File: src/rtl/digipot_pkg.sv
package digipot_pkg;
  localparam int FRAME_W = 24;
  localparam int CMD_LSB = 20;
  localparam int ADR_LSB = 16;
  localparam int FLD_W   = 4;

  localparam logic [FLD_W-1:0] CMD_NOP      = 4'd0;
  localparam logic [FLD_W-1:0] CMD_RESTORE  = 4'd1;
  localparam logic [FLD_W-1:0] CMD_STORE    = 4'd2;
  localparam logic [FLD_W-1:0] CMD_WR_NV    = 4'd3;
  localparam logic [FLD_W-1:0] CMD_REST_ALL = 4'd8;
  localparam logic [FLD_W-1:0] CMD_RD_NV    = 4'd9;
  localparam logic [FLD_W-1:0] CMD_RD_WIPER = 4'd10;
  localparam logic [FLD_W-1:0] CMD_WR_WIPER = 4'd11;
endpackage

File: src/rtl/digipot_rx.sv
module digipot_rx import digipot_pkg::*; (
  input  logic               clk_i,
  input  logic               rst_ni,
  input  logic               sclk_i,
  input  logic               csn_i,
  input  logic               sdi_i,
  input  logic               hold_we_i,
  input  logic [FRAME_W-1:0] hold_d_i,
  output logic [FRAME_W-1:0] frame_o,
  output logic               frame_done_o,
  output logic               sdo_o
);
  localparam int CNT_W = $clog2(FRAME_W + 2);
  localparam logic [CNT_W-1:0] CNT_FULL = CNT_W'(FRAME_W);
  localparam logic [CNT_W-1:0] CNT_SAT  = CNT_W'(FRAME_W + 1);

  logic sclk_q, csn_q;
  logic sclk_rise, cs_fall, cs_rise, shift_en;
  logic [CNT_W-1:0]   cnt_q;
  logic [FRAME_W-1:0] rx_q, tx_q, hold_q;

  assign sclk_rise = sclk_i & ~sclk_q;
  assign cs_fall   = ~csn_i & csn_q;
  assign cs_rise   = csn_i & ~csn_q;
  assign shift_en  = sclk_rise & ~csn_i;

  always_ff @(posedge clk_i or negedge rst_ni) begin
    if (!rst_ni) begin
      sclk_q <= 1'b0;
      csn_q  <= 1'b1;
      cnt_q  <= '0;
      rx_q   <= '0;
      tx_q   <= '0;
      hold_q <= '0;
    end else begin
      sclk_q <= sclk_i;
      csn_q  <= csn_i;
      if (cs_fall) begin
        cnt_q <= '0;
        tx_q  <= hold_q;
      end else if (shift_en) begin
        if (cnt_q != CNT_SAT) cnt_q <= cnt_q + 1'b1;
        rx_q <= {rx_q[FRAME_W-2:0], sdi_i};
        tx_q <= {tx_q[FRAME_W-2:0], 1'b0};
      end
      if (hold_we_i) hold_q <= hold_d_i;
    end
  end

  assign frame_o      = rx_q;
  assign frame_done_o = cs_rise & (cnt_q == CNT_FULL);
  assign sdo_o        = tx_q[FRAME_W-1];

  // bad-length frames never reach the echo buffer
  p_short_frame_r3: assert property (@(posedge clk_i) disable iff (!rst_ni)
    (cs_rise && cnt_q != CNT_FULL) |=> $stable(hold_q));
  p_tx_reload_r4: assert property (@(posedge clk_i) disable iff (!rst_ni)
    cs_fall |=> (tx_q == $past(hold_q)));
endmodule

File: src/rtl/digipot_busy.sv
module digipot_busy #(
  parameter int BUSY_CYC = 4000
) (
  input  logic clk_i,
  input  logic rst_ni,
  input  logic start_i,
  output logic rdy_o
);
  localparam int CW = $clog2(BUSY_CYC + 1);
  logic [CW-1:0] cnt_q;

  always_ff @(posedge clk_i or negedge rst_ni) begin
    if (!rst_ni)            cnt_q <= '0;
    else if (start_i)       cnt_q <= CW'(BUSY_CYC);
    else if (cnt_q != '0)   cnt_q <= cnt_q - 1'b1;
  end

  assign rdy_o = (cnt_q == '0);

  p_busy_start_r9: assert property (@(posedge clk_i) disable iff (!rst_ni)
    start_i |=> !rdy_o);
  p_busy_end_r9: assert property (@(posedge clk_i) disable iff (!rst_ni)
    (cnt_q == CW'(1) && !start_i) |=> rdy_o);
endmodule

File: src/rtl/digipot_chan.sv
module digipot_chan #(
  parameter int VAL_W = 10
) (
  input  logic             clk_i,
  input  logic             rst_ni,
  input  logic             wr_wiper_i,
  input  logic [VAL_W-1:0] wiper_d_i,
  input  logic             wr_shadow_i,
  input  logic [VAL_W-1:0] shadow_d_i,
  output logic [VAL_W-1:0] wiper_o,
  output logic [VAL_W-1:0] shadow_o
);
  localparam logic [VAL_W-1:0] MID = VAL_W'(1) << (VAL_W - 1);

  always_ff @(posedge clk_i or negedge rst_ni) begin
    if (!rst_ni) begin
      wiper_o  <= MID;
      shadow_o <= MID;
    end else begin
      if (wr_wiper_i)  wiper_o  <= wiper_d_i;
      if (wr_shadow_i) shadow_o <= shadow_d_i;
    end
  end
endmodule

File: src/rtl/digipot_ser_ctrl.sv
module digipot_ser_ctrl import digipot_pkg::*; #(
  parameter int NUM_CH   = 2,
  parameter int VAL_W    = 10,
  parameter int BUSY_CYC = 4000
) (
  input  logic                    clk_i,
  input  logic                    rst_ni,
  input  logic                    sclk_i,
  input  logic                    csn_i,
  input  logic                    sdi_i,
  output logic                    sdo_o,
  input  logic                    wp_ni,
  input  logic                    pr_i,
  output logic                    rdy_o,
  output logic [NUM_CH*VAL_W-1:0] wiper_o
);
  localparam int PAD_W = FRAME_W - VAL_W;

  logic [FRAME_W-1:0] frame, hold_d;
  logic               frame_done, exec, pr_q, pr_rise, busy_start, is_rb;
  logic [FLD_W-1:0]   cmd, addr;
  logic [VAL_W-1:0]   val, rb_val;
  logic [VAL_W-1:0]   wiper_q  [NUM_CH];
  logic [VAL_W-1:0]   shadow_q [NUM_CH];
  logic [NUM_CH*VAL_W-1:0] shadow_flat;

  digipot_rx u_rx (
    .clk_i        (clk_i),
    .rst_ni       (rst_ni),
    .sclk_i       (sclk_i),
    .csn_i        (csn_i),
    .sdi_i        (sdi_i),
    .hold_we_i    (exec),
    .hold_d_i     (hold_d),
    .frame_o      (frame),
    .frame_done_o (frame_done),
    .sdo_o        (sdo_o)
  );

  assign cmd   = frame[CMD_LSB +: FLD_W];
  assign addr  = frame[ADR_LSB +: FLD_W];
  assign val   = frame[VAL_W-1:0];
  assign exec  = frame_done & rdy_o;
  assign is_rb = (cmd == CMD_RD_NV) || (cmd == CMD_RD_WIPER);

  always_ff @(posedge clk_i or negedge rst_ni) begin
    if (!rst_ni) pr_q <= 1'b1;
    else         pr_q <= pr_i;
  end
  assign pr_rise = pr_i & ~pr_q;

  always_comb begin
    rb_val = '0;
    for (int c = 0; c < NUM_CH; c++)
      if (addr == FLD_W'(c))
        rb_val = (cmd == CMD_RD_NV) ? shadow_q[c] : wiper_q[c];
  end
  assign hold_d = is_rb ? {{PAD_W{1'b0}}, rb_val} : frame;

  assign busy_start = pr_rise | (exec & (cmd == CMD_STORE || cmd == CMD_WR_NV ||
                      cmd == CMD_REST_ALL || is_rb));

  digipot_busy #(.BUSY_CYC(BUSY_CYC)) u_busy (
    .clk_i   (clk_i),
    .rst_ni  (rst_ni),
    .start_i (busy_start),
    .rdy_o   (rdy_o)
  );

  for (genvar c = 0; c < NUM_CH; c++) begin : g_ch
    logic hit, wr_w, wr_s;
    logic [VAL_W-1:0] w_d, s_d;
    assign hit  = exec & (addr == FLD_W'(c));
    // restore paths bypass write protect
    assign wr_w = pr_rise | (exec & cmd == CMD_REST_ALL) | (hit & cmd == CMD_RESTORE) |
                  (hit & wp_ni & cmd == CMD_WR_WIPER);
    assign w_d  = (!pr_rise && cmd == CMD_WR_WIPER) ? val : shadow_q[c];
    assign wr_s = hit & wp_ni & (cmd == CMD_STORE || cmd == CMD_WR_NV);
    assign s_d  = (cmd == CMD_STORE) ? wiper_q[c] : val;

    digipot_chan #(.VAL_W(VAL_W)) u_chan (
      .clk_i       (clk_i),
      .rst_ni      (rst_ni),
      .wr_wiper_i  (wr_w),
      .wiper_d_i   (w_d),
      .wr_shadow_i (wr_s),
      .shadow_d_i  (s_d),
      .wiper_o     (wiper_q[c]),
      .shadow_o    (shadow_q[c])
    );
    assign wiper_o[c*VAL_W +: VAL_W]     = wiper_q[c];
    assign shadow_flat[c*VAL_W +: VAL_W] = shadow_q[c];
  end

  p_wp_shadow_r7: assert property (@(posedge clk_i) disable iff (!rst_ni)
    !wp_ni |=> $stable(shadow_flat));
  p_busy_ignore_r10: assert property (@(posedge clk_i) disable iff (!rst_ni)
    !rdy_o |=> $stable(shadow_flat));
  p_preset_r8: assert property (@(posedge clk_i) disable iff (!rst_ni)
    pr_rise |=> (wiper_o == $past(shadow_flat)));
  p_idle_wiper_r2: assert property (@(posedge clk_i) disable iff (!rst_ni)
    (!frame_done && !pr_rise) |=> $stable(wiper_o));
endmodule

File: config.mk
export PLATFORM = sky130hd
export DESIGN_NAME = digipot_ser_ctrl
export DESIGN_NICKNAME = d
export VERILOG_FILES = /design/src/rtl/digipot_pkg.sv /design/src/rtl/digipot_rx.sv /design/src/rtl/digipot_busy.sv /design/src/rtl/digipot_chan.sv /design/src/rtl/digipot_ser_ctrl.sv
export SDC_FILE = /design/constraint.sdc
export NUM_CORES = 1
export LEC_CHECK = 0
export BUFFER_PORTS_ARGS = -buffer_cell sky130_fd_sc_hd__buf_4
export CAP_MARGIN = 30
export CORE_MARGIN = 2
export CORE_UTILIZATION = 45
export CTS_BUF_LIST = sky130_fd_sc_hd__clkbuf_8
export DETAILED_ROUTE_END_ITERATION = 8
export PLACE_DENSITY_LB_ADDON = 0.08
export SYNTH_ARGS = -nofsm -noshare
export SYNTH_HDL_FRONTEND = slang
export SYNTH_SLANG_ARGS = --single-unit
File: constraint.sdc
create_clock -name clk_i -period 5.95 [get_ports clk_i]
set_input_delay 1.19 -clock clk_i [delete_from_list [all_inputs] [get_ports clk_i]]
set_output_delay 1.19 -clock clk_i [all_outputs]
set_load 0.02 [all_outputs]
==> metrics.md, run 1 <==
| Metric | Value |
|---|---|
| Status | complete, no violations |
| Clock skew | 0.01303 ns |
| Area grow syn2layout | 11.43% |
| CTS Root Cell | clkbuf_8 |
| Most frequent cells in the layout | dfrtp_1, nand2_1, mux2_2, o21ai_0 |
| Worst slew margin | 30.69% |
| Initial antenna violation count | 0 |
| FF-to-FF path depth | 7 |
| Final GP Congestion | 0.7761 |
| Global Route Usage Sum | ~19% |
| Setup slack, reg-to-reg | 2.97 ns |
| Pint | about 1.4 mW |
| Worst setup SP type | flip-flop |
| Worst-path maximum fanout | 10 |
| Max Clk Rate | 283.7 MHz |
| Drt drc | 0 |
| Final wirelength | 13320 um |
| Die Ht | 122.2 um |
| Initial DRT Pass Iterations | 5 |
| FF+latch count, synth | between 100 and 150 |
| Setup total negative slack | 0 ns |
| Die area | 14920 um2 |
| Max-slew violation count | 0 |
| Mapped Cells | about 600 |
| Antenna diodes | 0 |
| Vias in the first global route | approximately 4200 |
| CORE AREA | 13770 um2 |
| Worst Hold Endpoint | u_rx.hold_q[14]$_DFFE_PN0P_ |
| Via Count | between 4000 and 5000 |
| Peak supply drop | 0.1769 mV |
| Arrival @ worst endpoint | between 2 and 2.5 ns |
| Detail Placement HPWL | around 8500 um |
| Reg-to-Reg Start | u_busy.cnt_q[0]$_DFFE_PN0P_ |
| Fillcell total | around 1300 |
| Crit path kind | reg -> out |
| Post-CTS Setup Inserts | 0 |
| Port bufs | 28 |
| Clock Latency Late Sink | 0.44 ns |
| DR iter-0 viols | 318 |
| Final setup fails | 0 |
| Final nets | 613 |
| FF/Latch Area | 3311 um2 |
| Worst hold path depth | 2 |
| Top FF cell, synth | dfrtp_1 |
| CTS buffer count | 17 |
| Power Density | between 200 and 300 nW/um2 |
| Layout Utilization | 50.83% |
| Lkg Pwr | 3.337 nW |
| Hold crit path type | reg -> reg |
| Drt wl/cell | 16.78 um |
| Post-CTS Hold Fix Bufs | 0 |
| Clock-pin slew on the worst setup and hold paths | 0.07 ns |
| Longest Clk Path Bufs | 2 |
| DR vias/cell | 5.521 |
| CTS tree | yes |
| Pin count of the biggest net entering global routing | 86 |
| Post-route ant nets | 0 |
| Sequential-to-total area share from yosys stat | 52.70% |
| Mapped Nets | about 600 |
| Initial core utilization | 45.61% |
| Crit. End Element | output pin |
| Multi-input logic area | 2723 um2 |
| Max Used Layer | met4 |
| Sw Pwr | 476.6 uW |
| Final period utilization | 59.23% |
| Grt total ovfl | 0 |
| Switching share of power | about 26% |
| Max-cap violations | 0 |
| H-tree Lvls | 4 |
| Unrepaired setup endpoints after global routing | no |
| Final Hold Viols | 0 |
| Worst-Margin Slew | 1.040 ns |
| Time the worst path needs with I/O delays and setup | approximately 3.5 ns |
| I/O pins | 29 |
| Met3 Wirelength | 452 um |
| EDFF count, synth | 0 |
| Post-synth ARST share | 100.0% |
| Die X | between 100 and 150 um |
| Met2 Wirelength | 6272 um |
| Resize count post-CTS | 0 |
| WL met1 | about 6500 um |
| First-pass GRT wire length | 22200 um |
| Worst Hold Launch | u_rx.hold_q[14]$_DFFE_PN0P_ |
| Required @ worst endpoint | 4.76 ns |
| Mapped Area | 6282 um2 |
| Sink Count | 132 |
| Commonest non-fill, non-tap cell in the layout | dfrtp_1 |
| Combinational share of power | 9.3% |
| Netlist cell types | 50 |
| Rows | 43 |
| Average size of a mapped cell | around 11 um2 |
| Reg power frac | 53.7% |
| Layout cells sized above 1 | a little under a quarter |
| Clock Power Share | 37.0% |
| YS warnings | 0 |
| FF-to-FF End | u_busy.cnt_q[6]$_DFFE_PN0P_ |
==> cell usage after synthesis (all sizes together) (2+ instances only) <==
| cell type | n | share of area, % |
|---|---|---|
| a31o | 2 | 0.28 |
| a21oi | 25 | 2.0 |
| nand4 | 9 | 0.90 |
| nor2b | 12 | 1.2 |
| xor2 | 4 | 0.56 |
| and3 | 5 | 0.50 |
| nand2 | 66 | 3.9 |
| o21ai | 50 | 4.0 |
| clkbuf | 29 | 1.7 |
| nand2b | 6 | 0.60 |
| nor3b | 2 | 0.24 |
| nor2 | 31 | 1.9 |
| nand3 | 16 | 1.5 |
| nor4b | 2 | 0.28 |
| mux2 | 64 | 11 |
| nor4 | 4 | 0.74 |
| mux2i | 21 | 3.3 |
| dfstp | 6 | 2.5 |
| a21o | 2 | 0.24 |
| inv | 29 | 1.7 |
| a222oi | 23 | 3.7 |
| dfrtp | 126 | 50 |
| buf | 9 | 0.86 |
| xnor2 | 5 | 0.70 |
| and3b | 2 | 0.28 |
| and2 | 2 | 0.20 |
| o22ai | 10 | 1.0 |
| ha | 5 | 1.0 |
| nor3 | 7 | 0.64 |
==> metal layers <==
| metal | global-route usage (%) | vias to the layer above |
|---|---|---|
| met5 | 0 | - |
| li1 | - | 2132 |
| met2 | 29.96 | 65 |
| met3 | 4.869 | 9 |
| met1 | 26.57 | 2178 |
| met4 | 6.537 | 0 |
==> worst max-delay path: stages (launching register included) <==
cell,delay (ns)
dfrtp_1,0.42
inv_1,0.13
ha_1,0.20
nor3b_1,0.40
and3_1,0.52
buf_4,0.23
==> stage by stage <==
step	power, mW	cells	worst slack [ns]	instance area [um2]	hold WS, ns
final	1.861	794	2.426	7000	0.4655
after global routing	1.971	794	2.229	7000	0.4900
after CTS	1.891	794	2.401	7000	0.4727
after detailed placement	1.189	762	2.797	6626	0.4576
after global placement	1.185	762	2.805	6626	0.4547
after floorplan	1.127	586	3.352	6282	0.4376
==> how the worst max path moves through the flow <==
stage / cells after the start / start / end
final: 5 / u_busy.cnt_q[0]$_DFFE_PN0P_ / rdy_o
after detailed placement: 5 / pr_i / g_ch[0].u_chan.wiper_o[4]$_DFFE_PN0P_
after CTS: 5 / u_busy.cnt_q[0]$_DFFE_PN0P_ / rdy_o
after global routing: 5 / u_busy.cnt_q[0]$_DFFE_PN0P_ / rdy_o
after floorplan: 6 / csn_i / g_ch[0].u_chan.wiper_o[0]$_DFFE_PN0P_
after global placement: 5 / pr_i / g_ch[1].u_chan.wiper_o[7]$_DFFE_PN0P_
==> power by group through the flow <==
stage	sequential (mW)	clock [mW]	combinational [mW]
finish	0.999	0.689	0.173
global placement	1.01	0	0.172
detailed placement	1.01	0	0.175
floorplan	0.997	0	0.130
global route	1.01	0.763	0.201
CTS	0.998	0.716	0.177
==> registers in the layout, indices dropped and copies added, names as in the netlist <==
signal,cells
u_rx.hold_q,24
u_rx.tx_q,24
u_rx.sclk_q,1
u_rx.frame_o,24
u_rx.cnt_q,5
pr_q,1
u_busy.cnt_q,12
u_rx.csn_q,1
g_ch.u_chan.wiper_o,20
g_ch.u_chan.shadow_o,20
==> layout make-up <==
type	count	share of cell area, %
multi-input combinational	387	38.89
timing repair buffer	34	3.700
clock inverter	7	0.4290
sequential	132	47.29
clock buffer	25	4.915
tap	180	3.217
inverter	29	1.555
==> kinds of logic (layout without fill, tap and decap cells) <==
family / Yosys count / in the layout / share of synthesized area (%)
AND/OR/NAND/NOR: 169 / 169 / 13.52
buffers and inverters: 67 / 95 / 4.322
XOR/XNOR: 9 / 9 / 1.255
multiplexers: 85 / 85 / 14.82
adder cells (fa/ha/maj): 5 / 5 / 0.9958
AO/OA/AOI/OAI: 119 / 119 / 12.39
flip-flops: 132 / 132 / 52.70
Power figures use the tool's default switching activity.
==> inputs of run 2 (changes only) <==
==> constraint.sdc (replaced) <==
create_clock -name clk_i -period 3.25 [get_ports clk_i]
set_input_delay 0.65 -clock clk_i [delete_from_list [all_inputs] [get_ports clk_i]]
set_output_delay 0.65 -clock clk_i [all_outputs]
set_load 0.02 [all_outputs]
==> metrics.md, run 2 (same netlist as run 1, synthesis figures left out) <==
| Metric | Value |
|---|---|
| Worst path cell trace | inv_1 -> ha_1 -> nor3b_1 -> and3_1 -> buf_4 -> buf_4 (was inv_1 -> ha_1 -> nor3b_1 -> and3_1 -> buf_4) |
| Pin count of the biggest net entering global routing | 77 (was 86) |
| Critical-path top delay cell | dfrtp_1 (was and3_1) |
| Clock Power Share | 37.0% (about the same) |
| Required @ worst endpoint | 2.60 ns (was 4.76 ns) |
| Post-CTS Setup Inserts | 0 (unchanged) |
| Crit path kind | reg -> out (unchanged) |
| Worst setup path startpoint | u_busy.cnt_q[0]$_DFFE_PN0P_ (unchanged) |
| Combinational share of power | 9.5% (was 9.3%) |
| Setup slack, reg-to-reg | 0.69 ns (was 2.97 ns) |
| Clock-pin slew on the worst setup and hold paths | 0.08 ns (was 0.07 ns) |
| Reg power frac | 53.5% (was 53.7%) |
| Switching share of power | 27.69% (was 25.61%) |
| DR iter-0 viols | 373 (was 318) |
| Reg-to-Reg Start | u_busy.cnt_q[0]$_DFFE_PN0P_ (unchanged) |
| Final Hold Viols | 0 (unchanged) |
| Drt drc | 0 (unchanged) |
| Initial antenna violation count | 0 (unchanged) |
| Via Count | 4414 (was 4384) |
| Max Clk Rate | 349.3 MHz |
| Worst setup endpoint | rdy_o (unchanged) |
| Resize count post-CTS | 0 (unchanged) |
| Crit. End Element | output pin (unchanged) |
| Post-CTS Hold Fix Bufs | 0 (unchanged) |
| Die Ht | 122.2 um (unchanged) |
| CORE AREA | 13770 um2 (unchanged) |
| DR vias/cell | 5.518 (was 5.521) |
| Initial DRT Pass Iterations | 5 (unchanged) |
| Layout cells sized above 1 | 24.52% (was 23.13%) |
| Die area | 14920 um2 (unchanged) |
| CTS buffer count | 17 (unchanged) |
| Layout Utilization | 51.11% (was 50.83%) |
| I/O pins | 29 (unchanged) |
| FF-to-FF path depth | 7 (unchanged) |
| Hold crit path type | in -> async (was reg -> reg) |
| Placed Instances | 769 (was 762) |
| Sw Pwr | 946.5 uW (was 476.6 uW) |
| CTS tree | yes (unchanged) |
| Port bufs | 28 (unchanged) |
| Post-route ant nets | 0 (unchanged) |
| CP delay by family, top | simple AND/OR/NAND/NOR gates (unchanged) |
| CP most frequent cell | buf_4 |
| Drt wl/cell | 16.85 um (was 16.78 um) |
| Antenna diodes | 0 (unchanged) |
| Unrepaired setup endpoints after global routing | no (unchanged) |
| Initial core utilization | 45.61% (unchanged) |
| H-tree Lvls | 4 (unchanged) |
| Clock Latency Late Sink | 0.45 ns (was 0.44 ns) |
| Global Route Usage Sum | 20.19% (was 19.33%) |
| Worst-Margin Slew | 0.7683 ns (was 1.040 ns) |
| Worst slew margin | 48.66% (was 30.69%) |
| Rows | 43 (unchanged) |
| Setup slack after placement | 0.6623 ns (was 2.797 ns) |
| Lkg Pwr | 3.326 nW (was 3.337 nW) |
| Final WS setup | 0.3875 ns (was 2.426 ns) |
| Power Density | 485.6 nW/um2 (was 265.8 nW/um2) |
| Final nets | 620 (was 613) |
| Pint | 2.472 mW (was 1.384 mW) |
| Final setup fails | 0 (unchanged) |
| Detail Placement HPWL | 8594 um (was 8467 um) |
| FF-to-FF End | u_busy.cnt_q[6]$_DFFE_PN0P_ (unchanged) |
| Sink Count | 132 (unchanged) |
| Arrival @ worst endpoint | 2.21 ns (was 2.33 ns) |
| Grt total ovfl | 0 (unchanged) |
| Peak supply drop | 0.2504 mV (was 0.1769 mV) |
| Worst-path maximum fanout | 9 (was 10) |
| Longest Clk Path Bufs | 2 (unchanged) |
| Power after layout | 3.418 mW (was 1.861 mW) |
| Area grow syn2layout | 12.05% (was 11.43%) |
| Worst path bufs/invs | 3 (was 2) |
| Clock skew | 0.01100 ns (was 0.01303 ns) |
| CTS Root Cell | clkbuf_8 (unchanged) |
| Vias in the first global route | 4409 (was 4224) |
| Area after DPL | 6679 um2 (was 6626 um2) |
| Setup total negative slack | 0 ns (unchanged) |
| Final period utilization | 88.08% |
| Worst path depth | 6 (was 5) |
| Hold Slack | 0.2187 ns (was 0.4655 ns) |
| Most frequent cells in the layout | dfrtp_1, nand2_1, mux2_2, o21ai_0, buf_4 (was dfrtp_1, nand2_1, mux2_2, o21ai_0) |
| Final wirelength | 13480 um (was 13320 um) |
| Max-cap violations | 0 (unchanged) |
| Time the worst path needs with I/O delays and setup | 2.863 ns |
| First-pass GRT wire length | 23120 um (was 22200 um) |
| Status | complete, no violations (unchanged) |
| Max-slew violation count | 0 (unchanged) |
| Final GP Congestion | 0.7524 (was 0.7761) |
| Final instance area | 7039 um2 (was 7000 um2) |
| Finished Layout Cells | 800 (was 794) |
| Die X | 122.2 um (unchanged) |
| Worst setup SP type | flip-flop (unchanged) |
| CP peak stage delay | 0.41 ns (was 0.52 ns) |
| Commonest non-fill, non-tap cell in the layout | dfrtp_1 (unchanged) |
==> run 2: cell types whose count changed in the layout (fill, tap and decap cells not counted), sizes merged <==
| cell | previous run | this run |
|---|---|---|
| bufinv | 0 | 1 |
| clkinvlp | 0 | 6 |
| clkbuf | 25 | 18 |
| inv | 33 | 29 |
| clkinv | 3 | 6 |
| buf | 34 | 41 |
==> run 2: how the worst min path moves through the flow <==
stage and end:
4_1_cts u_rx.tx_q[21]$_DFFE_PN0P_, 6_report u_rx.tx_q[23]$_DFFE_PN0P_, 3_3_place_gp u_rx.hold_q[13]$_DFFE_PN0P_, 2_1_floorplan g_ch[0].u_chan.shadow_o[0]$_DFFE_PN0P_, 5_1_grt u_rx.tx_q[21]$_DFFE_PN0P_, 3_5_place_dp u_rx.hold_q[19]$_DFFE_PN0P_
==> run 2: power by group through the flow <==
stage	Clock, mW	Combinational, mW	Sequential (mW)
2_1_floorplan	0	0.238	1.82
3_3_place_gp	0	0.320	1.85
3_5_place_dp	0	0.327	1.86
4_1_cts	1.30	0.330	1.83
5_1_grt	1.38	0.372	1.85
6_report	1.26	0.325	1.83
==> run 2: cell type report <==
type	count	area, um2
inverter	29	108.9
fill	1331	6734
sequential	132	3311
tap	180	225.2
timing repair buffer	41	311.5
multi-input combinational	387	2723
clock inverter	13	112.6
clock buffer	18	247.7
==> run 2: metal layers <==
metal  track usage, %  up-vias  part of all wire, %
met5                0        -                    0
met4            7.399        0                  1.5
met3            4.213       16                  4.3
met2            31.77       87                   46
met1            27.65     2169                   48
li1                 -     2142                    -
==> inputs of run 3 (changes only) <==
==> constraint.sdc (replaced) <==
create_clock -name clk_i -period 3.25 [get_ports clk_i]
set_input_delay 0.975 -clock clk_i [delete_from_list [all_inputs] [get_ports clk_i]]
set_output_delay 0.975 -clock clk_i [all_outputs]
set_load 0.02 [all_outputs]
==> metrics.md, run 3 (same netlist as run 1, synthesis figures left out) <==
| Metric | Value |
|---|---|
| Post-CTS Setup Inserts | 0 (unchanged) |
| Grt total ovfl | 0 (unchanged) |
| Worst-path maximum fanout | 4 (was 9) |
| Setup total negative slack | 0 ns (unchanged) |
| Vias in the first global route | 4473 (was 4409) |
| Die X | 122.2 um (unchanged) |
| Final instance area | 7173 um2 (was 7039 um2) |
| Clock Latency Late Sink | 0.44 ns (was 0.45 ns) |
| Antenna diodes | 0 (unchanged) |
| Placed Instances | 769 (unchanged) |
| DR vias/cell | 5.568 (was 5.518) |
| Drt wl/cell | 17.35 um (was 16.85 um) |
| Area after DPL | 6691 um2 (was 6679 um2) |
| Fillcell total | 1292 (was 1331) |
| Required @ worst endpoint | 2.27 ns (was 2.60 ns) |
| Status | complete, no violations (unchanged) |
| Commonest non-fill, non-tap cell in the layout | dfrtp_1 (unchanged) |
| Post-CTS Hold Fix Bufs | 0 (unchanged) |
| I/O pins | 29 (unchanged) |
| Final Hold Viols | 0 (unchanged) |
| Drt drc | 0 (unchanged) |
| Worst Hold Launch | u_rx.hold_q[18]$_DFFE_PN0P_ |
| Met3 Wirelength | 576 um (was 575 um) |
| Max Clk Rate | 328.3 MHz (was 349.3 MHz) |
| Lkg Pwr | 3.399 nW (was 3.326 nW) |
| Most frequent cells in the layout | dfrtp_1, nand2_1, mux2_2, o21ai_0, buf_4 (unchanged) |
| Max-slew violation count | 0 (unchanged) |
| Final period utilization | 93.72% (was 88.08%) |
| WL met1 | 6776 um (was 6454 um) |
| Clock-pin slew on the worst setup and hold paths | 0.08 ns (about the same) |
| Final nets | 620 (unchanged) |
| Max-cap violations | 0 (unchanged) |
| CORE AREA | 13770 um2 (unchanged) |
| FF-to-FF path depth | 7 (unchanged) |
| Rows | 43 (unchanged) |
| Die area | 14920 um2 (unchanged) |
| Sink Count | 132 (unchanged) |
| Max Used Layer | met4 (unchanged) |
| CTS tree | yes (unchanged) |
| DR iter-0 viols | 282 (was 373) |
| Post-route ant nets | 0 (unchanged) |
| Area grow syn2layout | 14.18% (was 12.05%) |
| Resize count post-CTS | 0 (unchanged) |
| Unrepaired setup endpoints after global routing | no (unchanged) |
| Via Count | 4460 (was 4414) |
| Hold crit path type | reg -> reg (was in -> async) |
| Port bufs | 28 (unchanged) |
| Met2 Wirelength | 6391 um (was 6241 um) |
| Die Ht | 122.2 um (unchanged) |
| Global Route Usage Sum | 20.39% (was 20.19%) |
| Power after layout | 3.818 mW (was 3.418 mW) |
| Final GP Congestion | 0.7980 (was 0.7524) |
| CTS buffer count | 17 (unchanged) |
| Finished Layout Cells | 801 (was 800) |
| Longest Clk Path Bufs | 2 (unchanged) |
| Initial antenna violation count | 0 (unchanged) |
| Worst slew margin | 49.52% (was 48.66%) |
| Initial DRT Pass Iterations | 5 (unchanged) |
| Power Density | 532.3 nW/um2 (was 485.6 nW/um2) |
| Worst setup SP type | flip-flop (unchanged) |
| Arrival @ worst endpoint | 2.07 ns (was 2.21 ns) |
| Detail Placement HPWL | 8790 um (was 8594 um) |
| Initial core utilization | 45.61% (unchanged) |
| Reg-to-Reg Start | u_busy.cnt_q[0]$_DFFE_PN0P_ (unchanged) |
| Setup slack, reg-to-reg | 0.65 ns (was 0.69 ns) |
| Clock skew | 0.01437 ns (was 0.01100 ns) |
| Worst hold path depth | 2 |
| Peak supply drop | 0.3634 mV (was 0.2504 mV) |
| Crit path kind | reg -> out (unchanged) |
| Crit. End Element | output pin (unchanged) |
| Pin count of the biggest net entering global routing | 67 (was 77) |
| H-tree Lvls | 4 (unchanged) |
| Time the worst path needs with I/O delays and setup | 3.046 ns (was 2.863 ns) |
| Worst Hold Endpoint | u_rx.hold_q[18]$_DFFE_PN0P_ |
| Final setup fails | 0 (unchanged) |
| Layout cells sized above 1 | 24.48% (was 24.52%) |
| Final wirelength | 13900 um (was 13480 um) |
| First-pass GRT wire length | 23380 um (was 23120 um) |
| FF-to-FF End | u_busy.cnt_q[6]$_DFFE_PN0P_ (unchanged) |
| Worst-Margin Slew | 0.7554 ns (was 0.7683 ns) |
| CTS Root Cell | clkbuf_8 (unchanged) |
run 3: worst max path at each step:
stage / start / endpoint / depth (start not counted)
after CTS: u_busy.cnt_q[0]$_DFFE_PN0P_ / rdy_o / 5
final: u_busy.cnt_q[0]$_DFFE_PN0P_ / rdy_o / 5
after global placement: csn_i / g_ch[1].u_chan.wiper_o[7]$_DFFE_PN0P_ / 6
after floorplan: csn_i / g_ch[0].u_chan.wiper_o[0]$_DFFE_PN0P_ / 6
after global routing: u_busy.cnt_q[0]$_DFFE_PN0P_ / rdy_o / 5
after detailed placement: csn_i / g_ch[1].u_chan.wiper_o[1]$_DFFE_PN0P_ / 6
run 3: routing by layer:
metal  vias up  track usage [%]
met5         -                0
met4         0            5.819
met3        12            5.150
met2        78            31.46
met1      2224            28.58
li1       2146                -
run 3: area by class of cell:
type / count / area (um2) / area share, %
Sequential cell: 132 / 3311 / 46.15
Tap cell: 180 / 225.2 / 3.140
Multi-Input combinational cell: 387 / 2723 / 37.96
Clock buffer: 18 / 247.7 / 3.454
Inverter: 29 / 108.9 / 1.518
Timing Repair Buffer: 41 / 324.1 / 4.518
Clock inverter: 14 / 234.0 / 3.262
run 3: metrics by stage:
stage          worst slack [ns]  hold WS (ns)  util [%]
2_1_floorplan            0.8672        0.4376         -
3_3_place_gp             0.6264        0.4573     48.58
3_5_place_dp             0.5543        0.4604     48.58
4_1_cts                  0.2003        0.4765     52.08
5_1_grt                 0.05907        0.4948     52.08
6_report                 0.2040        0.4689     52.08
run 3: worst max-delay path: stages, from the launching register on:
cell,delay (ns)
dfrtp_1,0.41
inv_1,0.12
ha_1,0.19
nor3b_1,0.37
and3_1,0.34
buf_4,0.19
run 3: where the power goes:
part           switching (mW)  total, mW  internal, mW
clock network           0.656       1.66          1.01
registers               0.113       1.83          1.72
logic                   0.182      0.326         0.144
